--- src/rtl/bsf_pkg.sv ---
package bsf_pkg;

    typedef enum logic [1:0] {
        CMD_HOLD  = 2'd0,
        CMD_ADV   = 2'd1,
        CMD_LOAD  = 2'd2,
        CMD_DESEL = 2'd3
    } cmd_e;

    typedef struct packed {
        logic       live;
        logic [1:0] start;
        logic [1:0] beat;
    } burst_state_t;

    localparam int LANE_BITS = 9;
    localparam int BEAT_BITS = 2;

    function automatic logic [1:0] order_low(input logic [1:0] start,
                                             input logic [1:0] beat,
                                             input logic       interleave);
        logic [1:0] r;
        if (interleave) r = start ^ beat;
        else            r = start + beat;
        return r;
    endfunction

endpackage

--- src/rtl/bsf_cmd_decode.sv ---
module bsf_cmd_decode
    import bsf_pkg::*;
(
    input  logic chip_en,
    input  logic start_a,
    input  logic start_b,
    input  logic adv,
    output cmd_e cmd
);
    always_comb begin
        if (start_b) begin
            cmd = chip_en ? CMD_LOAD : CMD_DESEL;
        end else if (start_a && chip_en) begin
            cmd = CMD_LOAD;
        end else begin
            cmd = adv ? CMD_ADV : CMD_HOLD;
        end
    end
endmodule

--- src/rtl/bsf_burst_counter.sv ---
module bsf_burst_counter
    import bsf_pkg::*;
#(
    parameter int ADDR_W = 22,
    localparam int UP_W = ADDR_W - BEAT_BITS
)(
    input  logic              clk,
    input  logic              rst,
    input  cmd_e              cmd,
    input  logic [ADDR_W-1:0] addr,
    output burst_state_t      st_next,
    output logic [UP_W-1:0]   upper_next
);
    burst_state_t    st_q;
    logic [UP_W-1:0] upper_q;

    always_comb begin
        st_next    = st_q;
        upper_next = upper_q;
        unique case (cmd)
            CMD_LOAD: begin
                st_next.live  = 1'b1;
                st_next.start = addr[BEAT_BITS-1:0];
                st_next.beat  = '0;
                upper_next    = addr[ADDR_W-1:BEAT_BITS];
            end
            CMD_DESEL: st_next.live = 1'b0;
            CMD_ADV: begin
                if (st_q.live) st_next.beat = st_q.beat + 2'd1;
            end
            default: ;
        endcase
    end

    always_ff @(posedge clk) begin
        if (rst) begin
            st_q    <= '0;
            upper_q <= '0;
        end else begin
            st_q    <= st_next;
            upper_q <= upper_next;
        end
    end
endmodule

--- src/rtl/bsf_write_lanes.sv ---
module bsf_write_lanes #(
    parameter int LANES = 4
)(
    input  logic             live,
    input  logic             byte_wr_en,
    input  logic [LANES-1:0] byte_sel,
    input  logic             global_wr,
    output logic [LANES-1:0] lane_wr
);
    for (genvar g = 0; g < LANES; g++) begin : g_lane
        assign lane_wr[g] = live & (global_wr | (byte_wr_en & byte_sel[g]));
    end
endmodule

--- src/rtl/burst_addr_front.sv ---
module burst_addr_front
    import bsf_pkg::*;
#(
    parameter int ADDR_W = 22,
    parameter int DATA_W = 36,
    localparam int LANES = DATA_W / LANE_BITS,
    localparam int UP_W  = ADDR_W - BEAT_BITS
)(
    input  logic              clk,
    input  logic              rst,
    input  logic [ADDR_W-1:0] addr_i,
    input  logic              chip_en_i,
    input  logic              start_a_i,
    input  logic              start_b_i,
    input  logic              adv_i,
    input  logic              interleave_i,
    input  logic              byte_wr_en_i,
    input  logic [LANES-1:0]  byte_sel_i,
    input  logic              global_wr_i,
    output logic              beat_valid_o,
    output logic [ADDR_W-1:0] beat_addr_o,
    output logic [LANES-1:0]  lane_wr_o,
    output logic              desel_o
);
    cmd_e            cmd;
    burst_state_t    st_next;
    logic [UP_W-1:0] upper_next;
    logic [LANES-1:0] lane_next;

    bsf_cmd_decode u_dec (
        .chip_en (chip_en_i),
        .start_a (start_a_i),
        .start_b (start_b_i),
        .adv     (adv_i),
        .cmd     (cmd)
    );

    bsf_burst_counter #(.ADDR_W(ADDR_W)) u_cnt (
        .clk        (clk),
        .rst        (rst),
        .cmd        (cmd),
        .addr       (addr_i),
        .st_next    (st_next),
        .upper_next (upper_next)
    );

    bsf_write_lanes #(.LANES(LANES)) u_wr (
        .live       (st_next.live),
        .byte_wr_en (byte_wr_en_i),
        .byte_sel   (byte_sel_i),
        .global_wr  (global_wr_i),
        .lane_wr    (lane_next)
    );

    always_ff @(posedge clk) begin
        if (rst) begin
            beat_valid_o <= 1'b0;
            beat_addr_o  <= '0;
            lane_wr_o    <= '0;
            desel_o      <= 1'b0;
        end else begin
            beat_valid_o <= st_next.live;
            beat_addr_o  <= {upper_next, order_low(st_next.start, st_next.beat, interleave_i)};
            lane_wr_o    <= lane_next;
            desel_o      <= (cmd == CMD_DESEL);
        end
    end

    assert_load_R2: assert property (@(posedge clk) disable iff (rst)
        (cmd == CMD_LOAD) |=> (beat_valid_o && beat_addr_o == $past(addr_i)));

    assert_hold_R6: assert property (@(posedge clk) disable iff (rst)
        (cmd == CMD_HOLD && beat_valid_o && $stable(interleave_i)) |=> $stable(beat_addr_o));

    assert_upper_fixed_R7: assert property (@(posedge clk) disable iff (rst)
        ((cmd == CMD_HOLD || cmd == CMD_ADV) && beat_valid_o) |=> $stable(beat_addr_o[ADDR_W-1:BEAT_BITS]));

    assert_desel_quiet_R5: assert property (@(posedge clk) disable iff (rst)
        desel_o |-> (!beat_valid_o && lane_wr_o == '0));

    assert_global_all_R11: assert property (@(posedge clk) disable iff (rst)
        (beat_valid_o && $past(global_wr_i)) |-> (&lane_wr_o));

    assert_idle_nowrite_R12: assert property (@(posedge clk) disable iff (rst)
        !beat_valid_o |-> (lane_wr_o == '0));

endmodule

--- config.mk ---
export PLATFORM = sky130hd
export DESIGN_NAME = burst_addr_front
export DESIGN_NICKNAME = d
export VERILOG_FILES = /design/src/rtl/bsf_pkg.sv /design/src/rtl/bsf_cmd_decode.sv /design/src/rtl/bsf_burst_counter.sv /design/src/rtl/bsf_write_lanes.sv /design/src/rtl/burst_addr_front.sv
export SDC_FILE = /design/constraint.sdc
export NUM_CORES = 1
export LEC_CHECK = 0
export BUFFER_PORTS_ARGS = -buffer_cell sky130_fd_sc_hd__buf_2
export CORE_MARGIN = 5
export CORE_UTILIZATION = 39
export DETAILED_ROUTE_END_ITERATION = 12
export PLACE_DENSITY_LB_ADDON = 0.3
export SETUP_SLACK_MARGIN = 0.05
export SYNTH_ARGS = -nofsm -noshare
export SYNTH_HDL_FRONTEND = slang
export SYNTH_SLANG_ARGS = --single-unit
--- constraint.sdc ---
create_clock -name clk -period 1.9 [get_ports clk]
set_input_delay 0.285 -clock clk [delete_from_list [all_inputs] [get_ports clk]]
set_output_delay 0.285 -clock clk [all_outputs]
set_load 0.1 [all_outputs]
==> summary.txt, run 1 <==
Status
  – Outcome: finished, final reports clean

Timing
  – Fin. Hold Viols: 0
  – Period utilization: 92.2%
  – RSZ-0062 raised after global routing: false
  – Worst slew margin: 66.4%
  – Crit path time final: 1750 ps
  – Slew Limit Fails: 0
  – Final setup violation count: 0
  – Worst slew pin tran: 504 ps
  – Final Skew: 3.52 ps
  – Fmax: 571 MHz

Logic synthesis
  – Top-count cell post-synth: dfxtp_1
  – Most frequent cells after synthesis: dfxtp_1, nor2_1, mux2i_1
  – Post-synth ARST share: 0%
  – Library cells used by synthesis: 23
  – Post-synth top area share: 52.6%
  – Syn_area_per_cell: 10.3 µm²
  – Number of synthesized flops with an enable pin: 0
  – Yosys warns: 0
  – Sequential area share after synthesis: 52.6%
  – Synth top area cells: dfxtp_1, mux2i_1, nor2_1, ha_1, a21oi_1
  – Post-Syn Area: 1220 µm²
  – Post-Syn Nets: 157
  – Post-synthesis instance total: 118
  – Area leader, netlist: dfxtp_1
  – #FFs+latches synth: 32
  – Ys flop type: dfxtp_1

Power and ir drop
  – LEAKAGE: 0.886 nW
  – Power density over cell area: 928 nW/µm²
  – Worst vdd ir: 0.503 mV
  – Pwr Total: 0.00164 W

Die
  – Die footprint: 4340 µm²
  – Row count: 20
  – Die width: 65.9 µm
  – Initial Utilization: 40.2%
  – I/O pins: 63
  – Die Ht: 65.9 µm
  – Core Area: 3030 µm²

GRT
  – Gr ovfl total: 0
  – First-pass GRT wire length: 4520 µm
  – GRT Util Overall: 13.4%
  – Largest net degree at the start of global routing: 29
  – Initial antenna violation count: 0
  – Vias in the first global route: 1126

Setup path
  – CP cell instances: buf_2, o21a_4, inv_2, ha_4, buf_4, mux2i_2, xnor2_2, nand3_1, nor3b_2
  – Slowest CP cell: mux2i_2
  – Worst Setup Start Kind: input port
  – Worst reg2reg path startpoint: u_cnt.st_q[4]
  – Worst Setup SP: start_b_i
  – Critical path type: input port to register
  – Kind of end point of the critical path: register
  – Worst Path Arrival: 1940 ps
  – Critical path peak fanout: 21
  – CP peak stage delay: 350 ps
  – WP data required: 2090 ps

Clocking
  – Clk_lat worst skew: 310 ps
  – CTS H-tree lvls: 2
  – Root Buffer: clkbuf_4
  – CTS Hold Buffers Added: 0
  – TritonCTS clock tree: yes
  – CTS Buffer Depth: 2
  – Clock slew seen by the registers of the worst setup and hold paths: 90 ps
  – TritonCTS Buffers: 5
  – Clock Sinks: 32

Min path
  – Min-delay src: addr_i[18]
  – Worst min path class: input port to register

Routing
  – Final wirelength: 2800 µm
  – Drt first pass iters: 4
  – Routed vias/inst: 4.52
  – 1st-iter DRT viols: 38
  – DRC: 0
  – Vias: 1049
  – Routed Antenna Nets: 0
  – DR WL/cell: 12.1 µm

Layout
  – Final Core Density: 58.3%
  – Share of layout cells above drive strength 1: 49.5%
  – Layout area overhead: 45.1%
  – Final Cell Area: 1770 µm²
  – Nets: 226
  – # diodes: 0

Placement
  – Port bufs: 62
  – Hpwl dp: 2160 µm
  – Placed inst area: 1640 µm²
  – GPL Wtd Cong: 0.767

Flow run
  – Max_cap viols: 0
[cell families after synthesis]
kind of cell             count (synthesis)  synth area share, %
buffers and inverters                    9                 3.08
XOR/XNOR                                 1                0.720
multiplexers                            22                 18.2
AND/OR/NAND/NOR                         36                 14.5
flip-flops                              32                 52.6
adder cells (fa/ha/maj)                  4                 4.11
AO/OA/AOI/OAI                           14                 6.78
[layout make-up]
type,instances,area [µm²]
Fill cell,284,1260
Sequential cell,32,644
Multi-Input combinational cell,77,639
Timing Repair Buffer,68,355
Tap cell,44,55.1
Clock buffer,6,51.3
Inverter,3,11.3
Clock inverter,2,10.0
[sequential cells by signal, indices dropped and copies added, names as in the netlist]
signal and cells:
beat_addr_o 22, u_cnt.st_q 5, lane_wr_o 4, desel_o 1
[placed cells by master, fill, tap and decap left out]
master,count
mux2i_2,1
mux2_4,1
xnor2_2,1
dfxtp_4,1
or4b_4,1
o31ai_4,1
a21oi_2,1
buf_2,62
a21o_1,2
inv_2,1
o21ai_2,1
a21boi_0,1
nor2_1,25
or2b_1,1
ha_4,3
a21oi_1,5
inv_1,2
nor3b_2,1
o21ai_4,1
o21ai_0,1
o21a_4,1
nand3_1,1
nand2b_1,1
mux2i_1,20
clkinv_2,2
nor2b_1,4
clkbuf_4,5
ha_1,1
buf_4,6
dfxtp_1,31
clkbuf_8,1
and2b_2,1
nand2_4,1
[repair_timing]
action,4_1_cts,5_1_grt
endpoints found under the setup margin,0,1
setup buffers,0,3
endpoints found under the hold margin,0,0
resized for setup,0,8
[worst max-delay path, delay by kind of cell]
| family | cells | cell delay, ps |
|---|---|---|
| muxes | 1 | 350 |
| adders and majority gates | 1 | 130 |
| and+or+nand+nor | 2 | 250 |
| buffers and inverters | 3 | 530 |
| xor gates and xnor gates | 1 | 170 |
| AOI/OAI and AO/OA | 1 | 240 |
[power breakdown]
group | total, W | internal (W) | leakage (nW) | switching [W]
Clock | 0.000393 | 0.000176 | 0.0380 | 0.000217
Sequential | 0.000730 | 0.000712 | 0.263 | 0.0000179
Combinational | 0.000518 | 0.000131 | 0.585 | 0.000386
Total | 0.00164 | 0.00102 | 0.886 | 0.000621
[worst paths after layout]
check / slack [ps] / to / cells after the start
setup reg to reg: 250 / beat_addr_o[1] / 8
hold reg to reg: 500 / beat_addr_o[20] / 2
hold / removal: 200 / beat_addr_o[18] / 3
setup / recovery: 150 / beat_addr_o[1] / 9
[layer usage]
layer / vias to the layer above / track usage (%) / share of wire [%]
li1: 530 / - / -
met1: 484 / 12.8 / 40
met2: 35 / 25.9 / 52
met3: 0 / 5.27 / 8.1
met4: 0 / 3.89 / 0
met5: - / 0 / 0
[through the flow]
stage                     setup slack, ps  instances  hold slack, ps  TNS [ps]
after floorplan                      7.76        118             402         0
after global placement               -166        221             468      -166
after detailed placement             -260        221             478      -260
after CTS                            84.7        229             181         0
after global routing                 63.3        232             178         0
final                                 148        232             197         0
Power figures use the tool's default switching activity.
==> run 2, diff against run 1 <==
--- a/config.mk
+++ b/config.mk
@@ -6,8 +6,10 @@
 export NUM_CORES = 1
 export LEC_CHECK = 0
 export BUFFER_PORTS_ARGS = -buffer_cell sky130_fd_sc_hd__buf_2
+export CELL_PAD_IN_SITES_DETAIL_PLACEMENT = 1
+export CELL_PAD_IN_SITES_GLOBAL_PLACEMENT = 1
 export CORE_MARGIN = 5
-export CORE_UTILIZATION = 39
+export CORE_UTILIZATION = 29
 export DETAILED_ROUTE_END_ITERATION = 12
 export PLACE_DENSITY_LB_ADDON = 0.3
 export SETUP_SLACK_MARGIN = 0.05
==> run 2 against run 1 <==
Net effect:
- clock power is 31% higher
- highest routed layer is now met4
- critical endpoint unchanged
- design area is 1.3% higher
- critical path type unchanged
- via count is 1.3% higher
==> summary.txt, run 2 (synthesis gave the netlist of run 1 again) <==
GRT
  – Largest net degree at the start of global routing: 21
  – First-pass GRT wire length: 5170 µm
  – GRT Util Overall: 12.3%
  – Gr ovfl total: 0
  – Initial antenna violation count: 0
  – Vias in the first global route: 1161

Setup path
  – WP data required: 2050 ps
  – Worst Setup Start Kind: input port
  – Critical path type: input port to register
  – Kind of end point of the critical path: register
  – Slowest CP cell: o31ai_4
  – CP cell instances: buf_8, o21ai_4, o21a_1, inv_2, ha_4, o31ai_4, ha_4, nand2b_4, xnor2_2, nand3_1, nor3b_2
  – CP peak stage delay: 280 ps
  – Worst Path Arrival: 1990 ps
  – Worst path buffer plus inverter count: 2
  – Delay-heaviest family, CP: compound AO/OA/AOI/OAI gates
  – Critical path peak fanout: 4
  – Most used cell, CP: ha_4

Clocking
  – CTS Hold Buffers Added: 0
  – Clock Sinks: 32
  – Clock slew seen by the registers of the worst setup and hold paths: 60 ps
  – TritonCTS clock tree: yes
  – TritonCTS Buffers: 5
  – Clk_lat worst skew: 270 ps
  – CTS H-tree lvls: 2
  – CTS Buffer Depth: 2
  – Root Buffer: clkbuf_8

Placement
  – Placed Cells: 228
  – Hpwl dp: 2660 µm
  – GPL Wtd Cong: 0.721
  – Port bufs: 62
  – Setup WS pre-CTS: -276 ps

Status
  – Outcome: finished, final reports clean

Die
  – Die Ht: 74.8 µm
  – Core Area: 4030 µm²
  – Die footprint: 5590 µm²
  – I/O pins: 63
  – Die width: 74.8 µm
  – Initial Utilization: 30.2%
  – Row count: 23

Routing
  – 1st-iter DRT viols: 14
  – DRC: 0
  – DR WL/cell: 13.9 µm
  – Routed Antenna Nets: 0
  – Vias: 1063
  – Final wirelength: 3300 µm
  – Routed vias/inst: 4.49
  – Drt first pass iters: 3

Timing
  – Final Skew: 4.80 ps
  – Fin. Hold Viols: 0
  – Setup TNS: 0 ps
  – Crit path time final: 1840 ps
  – Worst slew margin: 67.1%
  – RSZ-0062 raised after global routing: true
  – Fmax: 543 MHz
  – Period utilization: 97.0%
  – Final hold slack: 244 ps
  – Worst slew pin tran: 496 ps
  – Setup WS post-layout: 56.8 ps
  – Final setup violation count: 0
  – Slew Limit Fails: 0

Power and ir drop
  – Worst vdd ir: 0.433 mV
  – LEAKAGE: 0.888 nW
  – Power density over cell area: 985 nW/µm²

Layout
  – Nets: 225
  – Most frequent cells in the layout: buf_2, dfxtp_1, nor2_1
  – Layout area overhead: 47.0%
  – Commonest non-fill, non-tap cell in the layout: buf_2
  – Share of layout cells above drive strength 1: 47.1%
  – Top flop regs: beat_addr_o (22), u_cnt.st_q (5), lane_wr_o (4)
  – Non-filler instance count after layout: 237
  – Biggest register: beat_addr_o
  – Max FFs per register: 22
  – # diodes: 0

Min path
  – Worst min path class: input port to register

Flow run
  – Max_cap viols: 0
[run 2: changes by cell type in the layout (fill, tap and decap cells not counted), sizes merged]
cell,before,now
clkbuf,6,8
clkinv,2,0
buf,68,67
[run 2: cell type report]
type                    instances  area, µm²
well taps                      50       62.6
fillers                       494       2240
multi-input cells              77        617
repair buffers                 67        364
flip-flops and latches         32        644
inverters                       3       11.3
clock buffers                   8       90.1
[run 2: what timing repair did]
item	in CTS	in global routing
pin swaps	5	7
resized for setup	3	7
hold endpoints to repair	0	0
buffers inserted	1	0
endpoints found under the setup margin	1	1
[run 2: worst paths after layout]
| kind | start | endpoint | slack (ps) | cells after the start |
|---|---|---|---|---|
| worst max-delay path | start_a_i | beat_addr_o[1] | 60 | 11 |
| worst min-delay path | byte_sel_i[0] | lane_wr_o[0] | 240 | 3 |
| worst max register to register | u_cnt.st_q[4] | beat_addr_o[1] | 290 | 8 |
| worst min register to register | beat_addr_o[11] | beat_addr_o[11] | 490 | 2 |
[run 2: worst register-to-register path, cell delays in order (launching register included)]
cell and delay, ps:
dfxtp_4 360, and2b_2 220, o21ai_2 180, o31ai_4 110, ha_4 180, nand2b_4 70, xnor2_2 120, nand3_1 90
nor3b_2 160
[run 2: layer usage]
metal | wire length [µm] | track usage, % | vias up
met1 | 1230 | 12.8 | 504
met3 | 232 | 4.27 | 2
li1 | - | - | 527
met5 | 0 | 0 | -
met4 | 10 | 3.56 | 0
met2 | 1820 | 23.2 | 30
[run 2: per-stage QoR]
step,instance area (µm²),utilization (%),power (W)
after floorplan,1280,-,0.00115
after global placement,1660,41.1,0.00124
after detailed placement,1660,41.1,0.00126
after CTS,1770,43.8,0.00179
after global routing,1790,44.4,0.00184
final,1790,44.4,0.00176
[run 2: power breakdown]
group          leakage, nW  switching [W]  internal [W]
clock               0.0455       0.000220      0.000295
combinational        0.579       0.000387      0.000130
sequential           0.263      0.0000180      0.000713
==> run 3, diff against run 2 <==
--- a/config.mk
+++ b/config.mk
@@ -5,11 +5,12 @@
 export SDC_FILE = /design/constraint.sdc
 export NUM_CORES = 1
 export LEC_CHECK = 0
+export ABC_AREA = 1
 export BUFFER_PORTS_ARGS = -buffer_cell sky130_fd_sc_hd__buf_2
 export CELL_PAD_IN_SITES_DETAIL_PLACEMENT = 1
 export CELL_PAD_IN_SITES_GLOBAL_PLACEMENT = 1
 export CORE_MARGIN = 5
-export CORE_UTILIZATION = 29
+export CORE_UTILIZATION = 27
 export DETAILED_ROUTE_END_ITERATION = 12
 export PLACE_DENSITY_LB_ADDON = 0.3
 export SETUP_SLACK_MARGIN = 0.05
==> run 3 against run 2 <==
Net effect:
- non-clock buffer count grew 5
- sequential cell count stayed put
- synthesized cell count grew 36%
- sequential share of layout area is 0.19 points lower
- wire length rose by 7.9%
- utilization decreased by 3.3 points
- count of clock-buffer cells in the layout decreased by 2
- clock power down 5.4%
- sequential power grew 2%
- critical path type unchanged
==> summary.txt, run 3 <==
Layout
  – Top flop regs: beat_addr_o (22), u_cnt.st_q (5), lane_wr_o (4)
  – Max FFs per register: 22
  – Layout area overhead: 47.0%
  – Biggest register: beat_addr_o
  – Commonest non-fill, non-tap cell in the layout: buf_2
  – Nets: 272
  – Layout fillers: 569
  – # diodes: 0
  – Most frequent cells in the layout: buf_2, nor2_1, dfxtp_1
  – Share of layout cells above drive strength 1: 40.8%
  – Non-filler instance count after layout: 285
  – Final Core Density: 41.1%

Routing
  – Vias: 1263
  – Drt first pass iters: 2
  – DRC: 0
  – Routed Antenna Nets: 0
  – 1st-iter DRT viols: 25
  – DR WL/cell: 12.5 µm
  – Final wirelength: 3560 µm
  – Routed vias/inst: 4.43

Die
  – Die footprint: 5960 µm²
  – Die width: 77.2 µm
  – Core Area: 4350 µm²
  – Initial Utilization: 28.0%
  – Row count: 24
  – Die Ht: 77.2 µm
  – I/O pins: 63

Timing
  – Period utilization: 91.3%
  – Worst slew pin tran: 499 ps
  – Crit path time final: 1730 ps
  – Final setup violation count: 0
  – RSZ-0062 raised after global routing: false
  – Worst slew margin: 67.0%
  – Final Skew: 1.94 ps
  – Fin. Hold Viols: 0
  – Fmax: 577 MHz
  – Slew Limit Fails: 0
  – Setup WS post-layout: 166 ps
  – Final hold slack: 226 ps

Logic synthesis
  – Area leader, netlist: dfxtp_1
  – Yosys warns: 0
  – Largest family of logic cells by synthesized area: simple AND/OR/NAND/NOR gates
  – Syn_area_per_cell: 7.62 µm²
  – Number of synthesized flops with an enable pin: 0
  – Simple-gate portion of the synthesized area: 23.0%
  – Library cells used by synthesis: 17
  – Compound-Gate Fraction of Synth Area: 12.9%
  – Post-Syn Nets: 199
  – Mux contribution to synthesized area: 0%
  – Sequential area share after synthesis: 52.6%
  – Post-synth ARST share: 0%
  – Post-synth top area share: 52.6%
  – Top-count cell post-synth: nor2_1
  – Synth top area cells: dfxtp_1, nor2_1, o21ai_0, inv_1, nand2_1
  – Post-synthesis instance total: 160
  – Ys flop type: dfxtp_1
  – #FFs+latches synth: 32
  – Most frequent cells after synthesis: nor2_1, dfxtp_1, o21ai_0
  – Post-Synth Adder-Cell Area: 4.11%
  – XOR/XNOR Fraction of Synth Area: 0%
  – Post-Syn Area: 1220 µm²

Setup path
  – CP peak stage delay: 280 ps
  – Most used cell, CP: nand2_2
  – Critical path peak fanout: 3
  – Worst path buffer plus inverter count: 4
  – Slowest CP cell: ha_4
  – Worst Setup Start Kind: input port
  – CP cell instances: buf_2, a21o_4, o21ai_4, inv_2, ha_4, inv_4, nand3_4, inv_2, nor3_2, ha_2, nand2_1, nand2_1, nand2_2, nand2_2, nand2_2, nor2_1
  – Delay-heaviest family, CP: simple AND/OR/NAND/NOR gates
  – WP data required: 2120 ps
  – Kind of end point of the critical path: register
  – Worst Path Arrival: 1950 ps
  – Critical path type: input port to register

Power and ir drop
  – Pwr Total: 0.00187 W
  – Worst vdd ir: 0.382 mV
  – Power density over cell area: 1040 nW/µm²
  – LEAKAGE: 0.943 nW

Clocking
  – Root Buffer: clkbuf_8
  – CTS Buffer Depth: 2
  – CTS Hold Buffers Added: 0
  – CTS H-tree lvls: 2
  – TritonCTS clock tree: yes
  – Clk_lat worst skew: 280 ps
  – Clock Sinks: 32
  – TritonCTS Buffers: 5
  – Clock slew seen by the registers of the worst setup and hold paths: 70 ps

GRT
  – Vias in the first global route: 1319
  – Initial antenna violation count: 0
  – GRT Util Overall: 12.3%
  – First-pass GRT wire length: 5970 µm
  – Gr ovfl total: 0
  – Largest net degree at the start of global routing: 17

Flow run
  – Max_cap viols: 0

Placement
  – GPL Wtd Cong: 0.673
  – Setup WS pre-CTS: -109 ps
  – Hpwl dp: 2760 µm
  – Port bufs: 62
  – Placed Cells: 277

Status
  – Outcome: finished, final reports clean

Min path
  – Worst min path class: input port to register
-- run 3: timing repair --
item	4_1_cts	5_1_grt
endpoints found under the setup margin	0	1
resized for setup	0	9
buffers inserted	0	1
-- run 3: cell type report --
class | instances | area [µm²] | share of cell area, %
timing repair buffer | 72 | 392 | 21.9
tap | 52 | 65.1 | 3.63
sequential | 32 | 642 | 35.8
inverter | 16 | 62.6 | 3.49
multi-input combinational | 106 | 553 | 30.9
clock buffer | 6 | 72.6 | 4.05
clock inverter | 1 | 5.00 | 0.279
-- run 3: worst min-delay path, cell delays in order --
cell    delay, ps
buf_2          80
nor2_1         30
nor2_1         80
-- run 3: worst paths after layout --
| check | startpoint | endpoint | slack [ps] | cells past startpoint |
|---|---|---|---|---|
| max | start_a_i | beat_addr_o[1] | 170 | 16 |
| min | addr_i[7] | beat_addr_o[7] | 230 | 3 |
| max reg2reg | u_cnt.st_q[0] | beat_addr_o[1] | 600 | 10 |
| min reg2reg | u_cnt.st_q[2] | u_cnt.st_q[2] | 470 | 2 |
-- run 3: cell families after synthesis --
kind of cell | count (synthesis)
simple gates | 71
flops | 32
compound gates | 31
buf+inv | 22
fa+ha+maj | 4
-- run 3: through the flow --
| step | cell area (µm²) | setup TNS, ps |
|---|---|---|
| 3_5_place_dp | 1670 | -109 |
| 3_3_place_gp | 1670 | -52.5 |
| 5_1_grt | 1790 | 0 |
| 6_report | 1790 | 0 |
| 4_1_cts | 1750 | 0 |
| 2_1_floorplan | 1260 | 0 |
-- run 3: routing by layer --
layer / GRT usage [%] / vias to the layer above / share of wire [%]
met2: 20.8 / 32 / 50
met1: 13.1 / 577 / 41
met3: 5.85 / 8 / 7.5
met4: 5.15 / 0 / 1.7
li1: - / 646 / -
met5: 0 / - / 0
-- run 3: power by group --
part / internal, W / leakage [nW] / switching [W]
registers: 0.000725 / 0.265 / 0.0000235
clock network: 0.000249 / 0.0410 / 0.000238
logic: 0.000133 / 0.637 / 0.000501
